### config.mk
export PLATFORM = sky130hd
export DESIGN_NAME = mag_interp_lut
export DESIGN_NICKNAME = d
export VERILOG_FILES = /design/src/rtl/mag_lut_pkg.sv /design/src/rtl/mag_tab_rd.sv /design/src/rtl/mag_slope_mul.sv /design/src/rtl/mag_interp_out.sv /design/src/rtl/mag_interp_lut.sv
export SDC_FILE = /design/constraint.sdc
export NUM_CORES = 1
export LEC_CHECK = 0
export BUFFER_PORTS_ARGS = -buffer_cell sky130_fd_sc_hd__buf_2
export CAP_MARGIN = 20
export CORE_MARGIN = 8
export CORE_UTILIZATION = 40
export DETAILED_ROUTE_END_ITERATION = 10
export MAX_ROUTING_LAYER = met4
export PLACE_DENSITY = 0.62
export RECOVER_POWER = 50
export SLEW_MARGIN = 20
export SYNTH_ARGS = -nofsm -noshare
export SYNTH_HDL_FRONTEND = slang
export SYNTH_HIERARCHICAL = 1
export SYNTH_MEMORY_MAX_BITS = 65536
export SYNTH_SLANG_ARGS = --single-unit
export TNS_END_PERCENT = 20
### constraint.sdc
create_clock -name clk -period 10.8 [get_ports clk]
set_input_delay 2.16 -clock clk [delete_from_list [all_inputs] [get_ports clk]]
set_output_delay 2.16 -clock clk [all_outputs]
set_load 0.01 [all_outputs]
### src/rtl/mag_lut_pkg.sv
package mag_lut_pkg;

  localparam int KR_W  = 16;
  localparam int IDX_W = 8;
  localparam int ENT_W = 17;

  // Solve M = 1/(1 + x*M^2) by fixed-point iteration for x = idx / 2^idx_w.
  // Scale by 2^(ent_w+1), round to nearest, then drop the implicit leading one.
  function automatic int mag_entry(int idx, int idx_w, int ent_w);
    real x;
    real m;
    real scaled;
    int  q;
    x = real'(idx) / real'(64'd1 << idx_w);
    m = 1.0;
    for (int it = 0; it < 100; it++) m = 1.0 / (1.0 + x * m * m);
    scaled = m * real'(64'd1 << (ent_w + 1));
    q = $rtoi(scaled + 0.5) - (1 << ent_w);
    if (q > (1 << ent_w) - 1) q = (1 << ent_w) - 1;
    if (q < 0) q = 0;
    return q;
  endfunction

endpackage

### src/rtl/mag_tab_rd.sv
module mag_tab_rd #(
  parameter int KR_W  = mag_lut_pkg::KR_W,
  parameter int IDX_W = mag_lut_pkg::IDX_W,
  parameter int ENT_W = mag_lut_pkg::ENT_W
) (
  input  logic                   clk,
  input  logic                   rst,
  input  logic                   req_v,
  input  logic [KR_W-1:0]        req_kr,
  output logic                   rd_v,
  output logic [KR_W-IDX_W-1:0]  rd_frac,
  output logic [ENT_W-1:0]       rd_base,
  output logic [ENT_W-1:0]       rd_next
);
  localparam int FRAC_W = KR_W - IDX_W;
  localparam int N_ENT  = (1 << IDX_W) + 1;  // includes the guard entry

  logic [ENT_W-1:0] rom [N_ENT];

  initial begin
    for (int i = 0; i < N_ENT; i++)
      rom[i] = ENT_W'(mag_lut_pkg::mag_entry(i, IDX_W, ENT_W));
  end

  logic [IDX_W:0] addr_a;
  logic [IDX_W:0] addr_b;
  assign addr_a = {1'b0, req_kr[KR_W-1 -: IDX_W]};
  assign addr_b = addr_a + 1'b1;

  // Two read ports of one ROM, no reset on the data path.
  always_ff @(posedge clk) begin
    rd_base <= rom[addr_a];
    rd_next <= rom[addr_b];
  end

  always_ff @(posedge clk) begin
    if (rst) begin
      rd_v    <= 1'b0;
      rd_frac <= '0;
    end else begin
      rd_v    <= req_v;
      rd_frac <= req_kr[FRAC_W-1:0];
    end
  end

  p_req_to_rd_r7: assert property (@(posedge clk) disable iff (rst) req_v |=> rd_v);
  p_gap_rd_r8:    assert property (@(posedge clk) disable iff (rst) !req_v |=> !rd_v);
  p_tab_desc_r4:  assert property (@(posedge clk) disable iff (rst) rd_v |-> rd_next <= rd_base);

endmodule

### src/rtl/mag_slope_mul.sv
module mag_slope_mul #(
  parameter int ENT_W  = mag_lut_pkg::ENT_W,
  parameter int FRAC_W = mag_lut_pkg::KR_W - mag_lut_pkg::IDX_W,
  localparam int PROD_W = ENT_W + FRAC_W + 2
) (
  input  logic                     clk,
  input  logic                     rst,
  input  logic                     rd_v,
  input  logic [FRAC_W-1:0]        rd_frac,
  input  logic [ENT_W-1:0]         rd_base,
  input  logic [ENT_W-1:0]         rd_next,
  output logic                     mv,
  output logic signed [PROD_W-1:0] m_prod,
  output logic [ENT_W-1:0]         m_base,
  output logic [ENT_W-1:0]         m_next
);
  logic signed [ENT_W:0]      slope;
  logic signed [PROD_W-1:0]   prod;

  assign slope = $signed({1'b0, rd_next}) - $signed({1'b0, rd_base});
  assign prod  = slope * $signed({1'b0, rd_frac});

  always_ff @(posedge clk) begin
    m_prod <= prod;
    m_base <= rd_base;
    m_next <= rd_next;
  end

  always_ff @(posedge clk) begin
    if (rst) mv <= 1'b0;
    else     mv <= rd_v;
  end

  p_rd_to_mul_r7: assert property (@(posedge clk) disable iff (rst) rd_v |=> mv);
  p_neg_prod_r4:  assert property (@(posedge clk) disable iff (rst)
                    (mv && (m_next < m_base)) |-> (m_prod <= 0));

endmodule

### src/rtl/mag_interp_out.sv
module mag_interp_out #(
  parameter int ENT_W  = mag_lut_pkg::ENT_W,
  parameter int FRAC_W = mag_lut_pkg::KR_W - mag_lut_pkg::IDX_W,
  localparam int PROD_W = ENT_W + FRAC_W + 2
) (
  input  logic                     clk,
  input  logic                     rst,
  input  logic                     mv,
  input  logic signed [PROD_W-1:0] m_prod,
  input  logic [ENT_W-1:0]         m_base,
  input  logic [ENT_W-1:0]         m_next,
  output logic                     out_v,
  output logic [ENT_W:0]           out_m
);
  logic [ENT_W-1:0] corr;
  logic [ENT_W-1:0] sum;

  // Arithmetic shift floors negative corrections; the true sum lies in range,
  // so modular addition on ENT_W bits is exact.
  assign corr = ENT_W'(m_prod >>> FRAC_W);
  assign sum  = m_base + corr;

  always_ff @(posedge clk) begin
    if (rst) begin
      out_v <= 1'b0;
      out_m <= '0;
    end else begin
      out_v <= mv;
      out_m <= {1'b1, sum};
    end
  end

  p_mul_to_out_r7: assert property (@(posedge clk) disable iff (rst) mv |=> out_v);
  p_bounded_r3:    assert property (@(posedge clk) disable iff (rst)
                     out_v |-> (out_m[ENT_W-1:0] <= ($past(m_base) > $past(m_next) ? $past(m_base) : $past(m_next))
                            &&  out_m[ENT_W-1:0] >= ($past(m_base) < $past(m_next) ? $past(m_base) : $past(m_next))));
  p_lead_bit_r5:   assert property (@(posedge clk) disable iff (rst) out_v |-> out_m[ENT_W]);

  // m_next feeds only the checks above
  logic unused_next;
  assign unused_next = ^m_next;

endmodule

### src/rtl/mag_interp_lut.sv
module mag_interp_lut #(
  parameter int KR_W  = mag_lut_pkg::KR_W,
  parameter int IDX_W = mag_lut_pkg::IDX_W,
  parameter int ENT_W = mag_lut_pkg::ENT_W,
  localparam int FRAC_W = KR_W - IDX_W,
  localparam int PROD_W = ENT_W + FRAC_W + 2
) (
  input  logic            clk,
  input  logic            rst,
  input  logic            in_valid,
  input  logic [KR_W-1:0] in_kr,
  output logic            out_valid,
  output logic [ENT_W:0]  out_mag
);
  logic                     rd_v;
  logic [FRAC_W-1:0]        rd_frac;
  logic [ENT_W-1:0]         rd_base;
  logic [ENT_W-1:0]         rd_next;
  logic                     mv;
  logic signed [PROD_W-1:0] m_prod;
  logic [ENT_W-1:0]         m_base;
  logic [ENT_W-1:0]         m_next;

  mag_tab_rd #(.KR_W(KR_W), .IDX_W(IDX_W), .ENT_W(ENT_W)) u_rd (
    .clk(clk), .rst(rst), .req_v(in_valid), .req_kr(in_kr),
    .rd_v(rd_v), .rd_frac(rd_frac), .rd_base(rd_base), .rd_next(rd_next));

  mag_slope_mul #(.ENT_W(ENT_W), .FRAC_W(FRAC_W)) u_mul (
    .clk(clk), .rst(rst), .rd_v(rd_v), .rd_frac(rd_frac),
    .rd_base(rd_base), .rd_next(rd_next),
    .mv(mv), .m_prod(m_prod), .m_base(m_base), .m_next(m_next));

  mag_interp_out #(.ENT_W(ENT_W), .FRAC_W(FRAC_W)) u_out (
    .clk(clk), .rst(rst), .mv(mv), .m_prod(m_prod), .m_base(m_base),
    .m_next(m_next), .out_v(out_valid), .out_m(out_mag));

  p_reset_clear_r9: assert property (@(posedge clk) rst |=> !out_valid);

endmodule

==> flow_summary.yaml, run 1 <==
cts:
  post_cts_buffers: 0
  cts_tree: "built"
  insertion_delay_ns: 0.37
  cts_buffers: 9
  clkTransAtPathRegs_ns: 0.08
  cts_resized: 0
  ctsHoldBuffers: 0
  htree_levels: 3
  clock_sinks: 97
  cts_buffer_depth: 2
  clockRootBuffer: "clkbuf_16"
drt:
  wl_per_cell_um: 30.4
  final_antenna_net_count: 0
  dr.pass1.iters: 7
  wirelength_um: 98600
  post_drt_via_cell_ratio: 6.99
  drtIter0Drc: 3855
  drc: 0
  vias: 22700
timing:
  drv_slew: 35
  fin_setup_tns_ns: 0
  post-route-period-util: 0.628
  fin_hold_ws_ns: 0.351
  slew-limit-headroom: -0.115
  clock_skew_ns: 0.0142
  post-route-min-period_ns: 6.78
  finalHoldViolCount: 0
  rsz0062_at_grt: "false"
  tightest_slew_ns: 1.67
  max_freq_mhz: 148
  setup_viol: 0
synth:
  synth_area_mm2: 0.0195
  yosys_warnings: 6
  syn_inst: 2763
  synth_nets: 3014
  postSynthAreaPerCell_um2: 7.06
place:
  dp_hpwl_um: 70400
  place_congestion: 1.05
  io_buffers: 37
  dpl-instance-area_mm2: 0.0198
setup_path:
  path_class: "flip-flop to flip-flop"
  worstPathRequired_ns: 11.11
  crit_path_start_kind: "flip-flop"
  ff2ff_path_depth: 21
  cp-end-kind: "flip-flop"
  critPathMaxFanout: 8
  arrival_ns: 7.09
final_layout:
  drive_above_1_share: 0.0688
  area_growth_pct: 3.16
  fin_area_mm2: 0.0201
  fillers: 5151
  fin_nets: 2862
status:
  violations: "capacitance limit, slew limit"
  outcome: "complete, but fails checks"
pwr:
  power.leakage_nw: 8.19
  power_w: 0.00456
  power_density_mw_per_mm2: 227
  max-vdd-ir-drop_v: 0.000178
floorplanning:
  fp.dieH_um: 237
  ios: 38
  initial_utilization: 0.402
  fp.dieW_um: 237
  dieArea_mm2: 0.0561
  core_mm2: 0.0485
  row_count: 81
hold_path:
  hp-class: "flip-flop to flip-flop"
  hold-path-cell-count: 0
grt:
  antenna_found_initial: 3
  grt_pass1_vias: 21600
  grt_usage: 0.348
  grt_overflow_total: 0
  grt_max_degree: 72
  grt_pass1_wl_um: 145000
flow_run:
  drv_cap: 1
==> where the power goes <==
group          total (W)  internal (W)  switching [W]
logic            0.00368       0.00134        0.00234
clock network   0.000343      0.000166       0.000177
registers       0.000535      0.000479      0.0000559
total            0.00456       0.00198        0.00257
==> sequential cells by signal, summed over array words and instances (netlist names) <==
signal        cells
u_out/out_v       1
u_mul/m_prod     17
u_rd/rd_next     17
u_mul/m_base     17
u_mul/mv          1
u_rd/rd_base     17
u_rd/rd_v         1
u_out/out_m      18
u_rd/rd_frac      8
==> layout by cell type, fill, tap and decap left out, drive strengths merged, types with 71 or more instances in the layout <==
cell,count
a21oi,240
a31oi,71
buf,81
dfxtp,97
fa,114
ha,118
inv,211
nand2,257
nand3,92
nor2,212
o21ai,221
==> routing by layer <==
metal  up-vias  share of wire  wire length (µm)  track usage
li1       9658              -                 -            -
met1     10800           0.38             37300        0.426
met2      1742           0.43             42400        0.517
met3       429           0.12             11600       0.0851
met4         0          0.073              7230        0.204
met5         -              0                 0            -
==> stage by stage <==
stage          worst slack [ns]   util  cells
2_1_floorplan              4.77      -   2763
3_3_place_gp               4.13  0.408   3222
3_5_place_dp               4.05  0.408   3222
4_1_cts                    4.04  0.415   3238
5_1_grt                    3.62  0.414   3241
6_report                   4.02  0.414   3243
==> worst max-delay path, cell delays in order (launching register included) <==
cell      delay (ns)
dfxtp_1         0.40
inv_1           0.07
ha_1            0.34
a21o_1          0.19
or2_2           0.31
o211ai_1        0.51
mux2i_1         0.71
nand3_1         0.19
fa_1            0.56
inv_1           0.05
fa_1            0.47
fa_1            0.54
inv_1           0.06
fa_1            0.54
inv_1           0.07
ha_1            0.37
a21oi_1         0.27
o22ai_1         0.16
nor3_1          0.27
a21oi_1         0.15
or4_1           0.41
nand3_1         0.09
==> final cells by class <==
cell class | count | area (µm²) | share of cell area
tap | 622 | 778 | 0.0387
clock inverter | 7 | 81.3 | 0.00404
clock buffer | 9 | 225 | 0.0112
sequential | 97 | 1940 | 0.0965
inverter | 210 | 788 | 0.0392
timing repair buffer | 94 | 611 | 0.0303
antenna | 5 | 12.5 | 0.000622
multi-input combinational | 2199 | 15700 | 0.779
==> worst paths after layout <==
path                           end             from  slack (ns)
setup / recovery  u_mul/m_prod[19]  u_rd/rd_base[4]        4.02
hold / removal     u_mul/m_base[6]  u_rd/rd_base[6]        0.35
setup reg to reg  u_mul/m_prod[19]  u_rd/rd_base[4]        4.02
hold reg to reg    u_mul/m_base[6]  u_rd/rd_base[6]        0.35
(Power assumes the default switching activity.)
==> run 2: changes to the inputs <==
clock period = 6.8 ns   (was 10.8 ns; I/O delays follow)
==> run 2 against run 1 <==
- the flow still finishes with violations (capacitance limit, slew limit)
- largest power group unchanged
- fmax increased by 4.7%
- largest cell class unchanged
- highest routed layer unchanged
- count of clock-buffer cells in the layout unchanged
- critical path depth increased by 1
- non-clock buffer count increased by 35
==> flow_summary.yaml, run 2 (same netlist as run 1, synthesis figures left out) <==
timing:
  drv_slew: 35
  rsz0062_at_grt: "false"
  fin_setup_tns_ns: 0
  slew-limit-headroom: -0.117
  tightest_slew_ns: 1.68
  max_freq_mhz: 154
  post-route-min-period_ns: 6.47
  setup_viol: 0
  post-route-period-util: 0.952
  finalHoldViolCount: 0
  clock_skew_ns: 0.0166
drt:
  post_drt_via_cell_ratio: 6.95
  final_antenna_net_count: 0
  drc: 0
  wirelength_um: 97700
  dr.pass1.iters: 9
  wl_per_cell_um: 29.8
  vias: 22800
  drtIter0Drc: 3880
place:
  dp_hpwl_um: 72000
  place_congestion: 1.06
  dpl-instance-area_mm2: 0.0201
  io_buffers: 37
cts:
  cts_resized: 0
  htree_levels: 3
  ctsHoldBuffers: 0
  cts_tree: "built"
  clock_sinks: 97
  cts_buffers: 9
  clkTransAtPathRegs_ns: 0.08
  insertion_delay_ns: 0.37
  cts_buffer_depth: 2
  clockRootBuffer: "clkbuf_16"
  post_cts_buffers: 0
final_layout:
  largest_register_ffs: 18
  fillers: 5099
  final_cell_mix: "nand2_1 (252), a21oi_1 (239), nor2_1 (207)"
  fin_util: 0.421
  drive_above_1_share: 0.0811
  area_growth_pct: 4.87
  fin_area_mm2: 0.0205
  fin_nets: 2897
  final_common_cell: "nand2_1"
  top_register: "u_out/out_m"
setup_path:
  arrival_ns: 6.79
  worstPathRequired_ns: 7.11
  critPathMaxFanout: 5
  cp-end-kind: "flip-flop"
  startpoint: "u_rd/rd_base[2]"
  cp-endpoint: "u_mul/m_prod[19]"
  ff2ff_path_depth: 22
  worst-r2r-setup-slack_ns: 0.33
  crit_path_start_kind: "flip-flop"
  path_class: "flip-flop to flip-flop"
  reg2reg_from: "u_rd/rd_base[2]"
  r2r-end: "u_mul/m_prod[19]"
grt:
  grt_overflow_total: 0
  grt_pass1_vias: 21800
  grt_usage: 0.343
  antenna_found_initial: 7
  grt_pass1_wl_um: 144000
  grt_max_degree: 96
floorplanning:
  initial_utilization: 0.402
  fp.dieW_um: 237
  fp.dieH_um: 237
  dieArea_mm2: 0.0561
  ios: 38
  row_count: 81
  core_mm2: 0.0485
status:
  violations: "capacitance limit, slew limit"
  outcome: "complete, but fails checks"
hold_path:
  hp-class: "flip-flop to flip-flop"
pwr:
  power_density_mw_per_mm2: 358
  power.leakage_nw: 8.38
  max-vdd-ir-drop_v: 0.000349
flow_run:
  drv_cap: 1
run 2: stage by stage:
step	setup WS [ns]	power, W	cells	hold WS, ns
6_report	0.326	0.00732	3279	0.352
5_1_grt	0.0121	0.00798	3278	0.359
4_1_cts	0.386	0.00723	3273	0.353
2_1_floorplan	0.771	0.00494	2763	0.331
3_3_place_gp	0.473	0.00660	3257	0.336
3_5_place_dp	0.420	0.00666	3257	0.337
run 2: cell type report:
cell class                      count  area, µm²  share of cell area
Multi-Input combinational cell   2199      15700               0.767
Sequential cell                    97       1940              0.0949
Timing Repair Buffer              129        935              0.0457
Inverter                          210        788              0.0385
Tap cell                          622        778              0.0380
Clock buffer                        9        225              0.0110
Clock inverter                      7       81.3             0.00398
Antenna cell                        6       15.0            0.000734
run 2: worst max-delay path: stages (launching register included):
cell	delay [ns]
dfxtp_1	0.33
inv_1	0.05
ha_1	0.32
nor2b_1	0.16
o31a_1	0.29
o311a_1	0.36
o21a_1	0.22
o31ai_4	0.32
mux2_2	0.40
fa_1	0.53
inv_1	0.05
fa_1	0.47
fa_1	0.57
inv_1	0.07
fa_1	0.56
inv_1	0.05
ha_1	0.36
a21oi_1	0.26
o22ai_1	0.15
nor3_1	0.25
a21oi_1	0.15
or4_1	0.41
nand3_1	0.09
run 2: how the worst min path moves through the flow:
stage	startpoint	slack (ns)	endpoint	depth (start not counted)
floorplan	u_rd/rd_base[10]	0.33	u_mul/m_base[10]	0
global placement	u_rd/rd_base[10]	0.34	u_mul/m_base[10]	0
detailed placement	u_rd/rd_base[5]	0.34	u_mul/m_base[5]	0
CTS	u_rd/rd_base[5]	0.35	u_mul/m_base[5]	0
global route	u_rd/rd_base[2]	0.36	u_mul/m_base[2]	0
finish	u_rd/rd_base[5]	0.35	u_mul/m_base[5]	0
run 2: metal layers:
layer,track usage,vias up,share of wire
met4,0.174,0,0.063
met3,0.0715,371,0.12
met5,-,-,0
met2,0.523,1762,0.44
met1,0.427,10900,0.38
li1,-,9735,-
run 2: power breakdown:
group | switching [W] | internal [W]
clock | 0.000266 | 0.000262
combinational | 0.00376 | 0.00219
sequential | 0.0000863 | 0.000761
total | 0.00411 | 0.00321
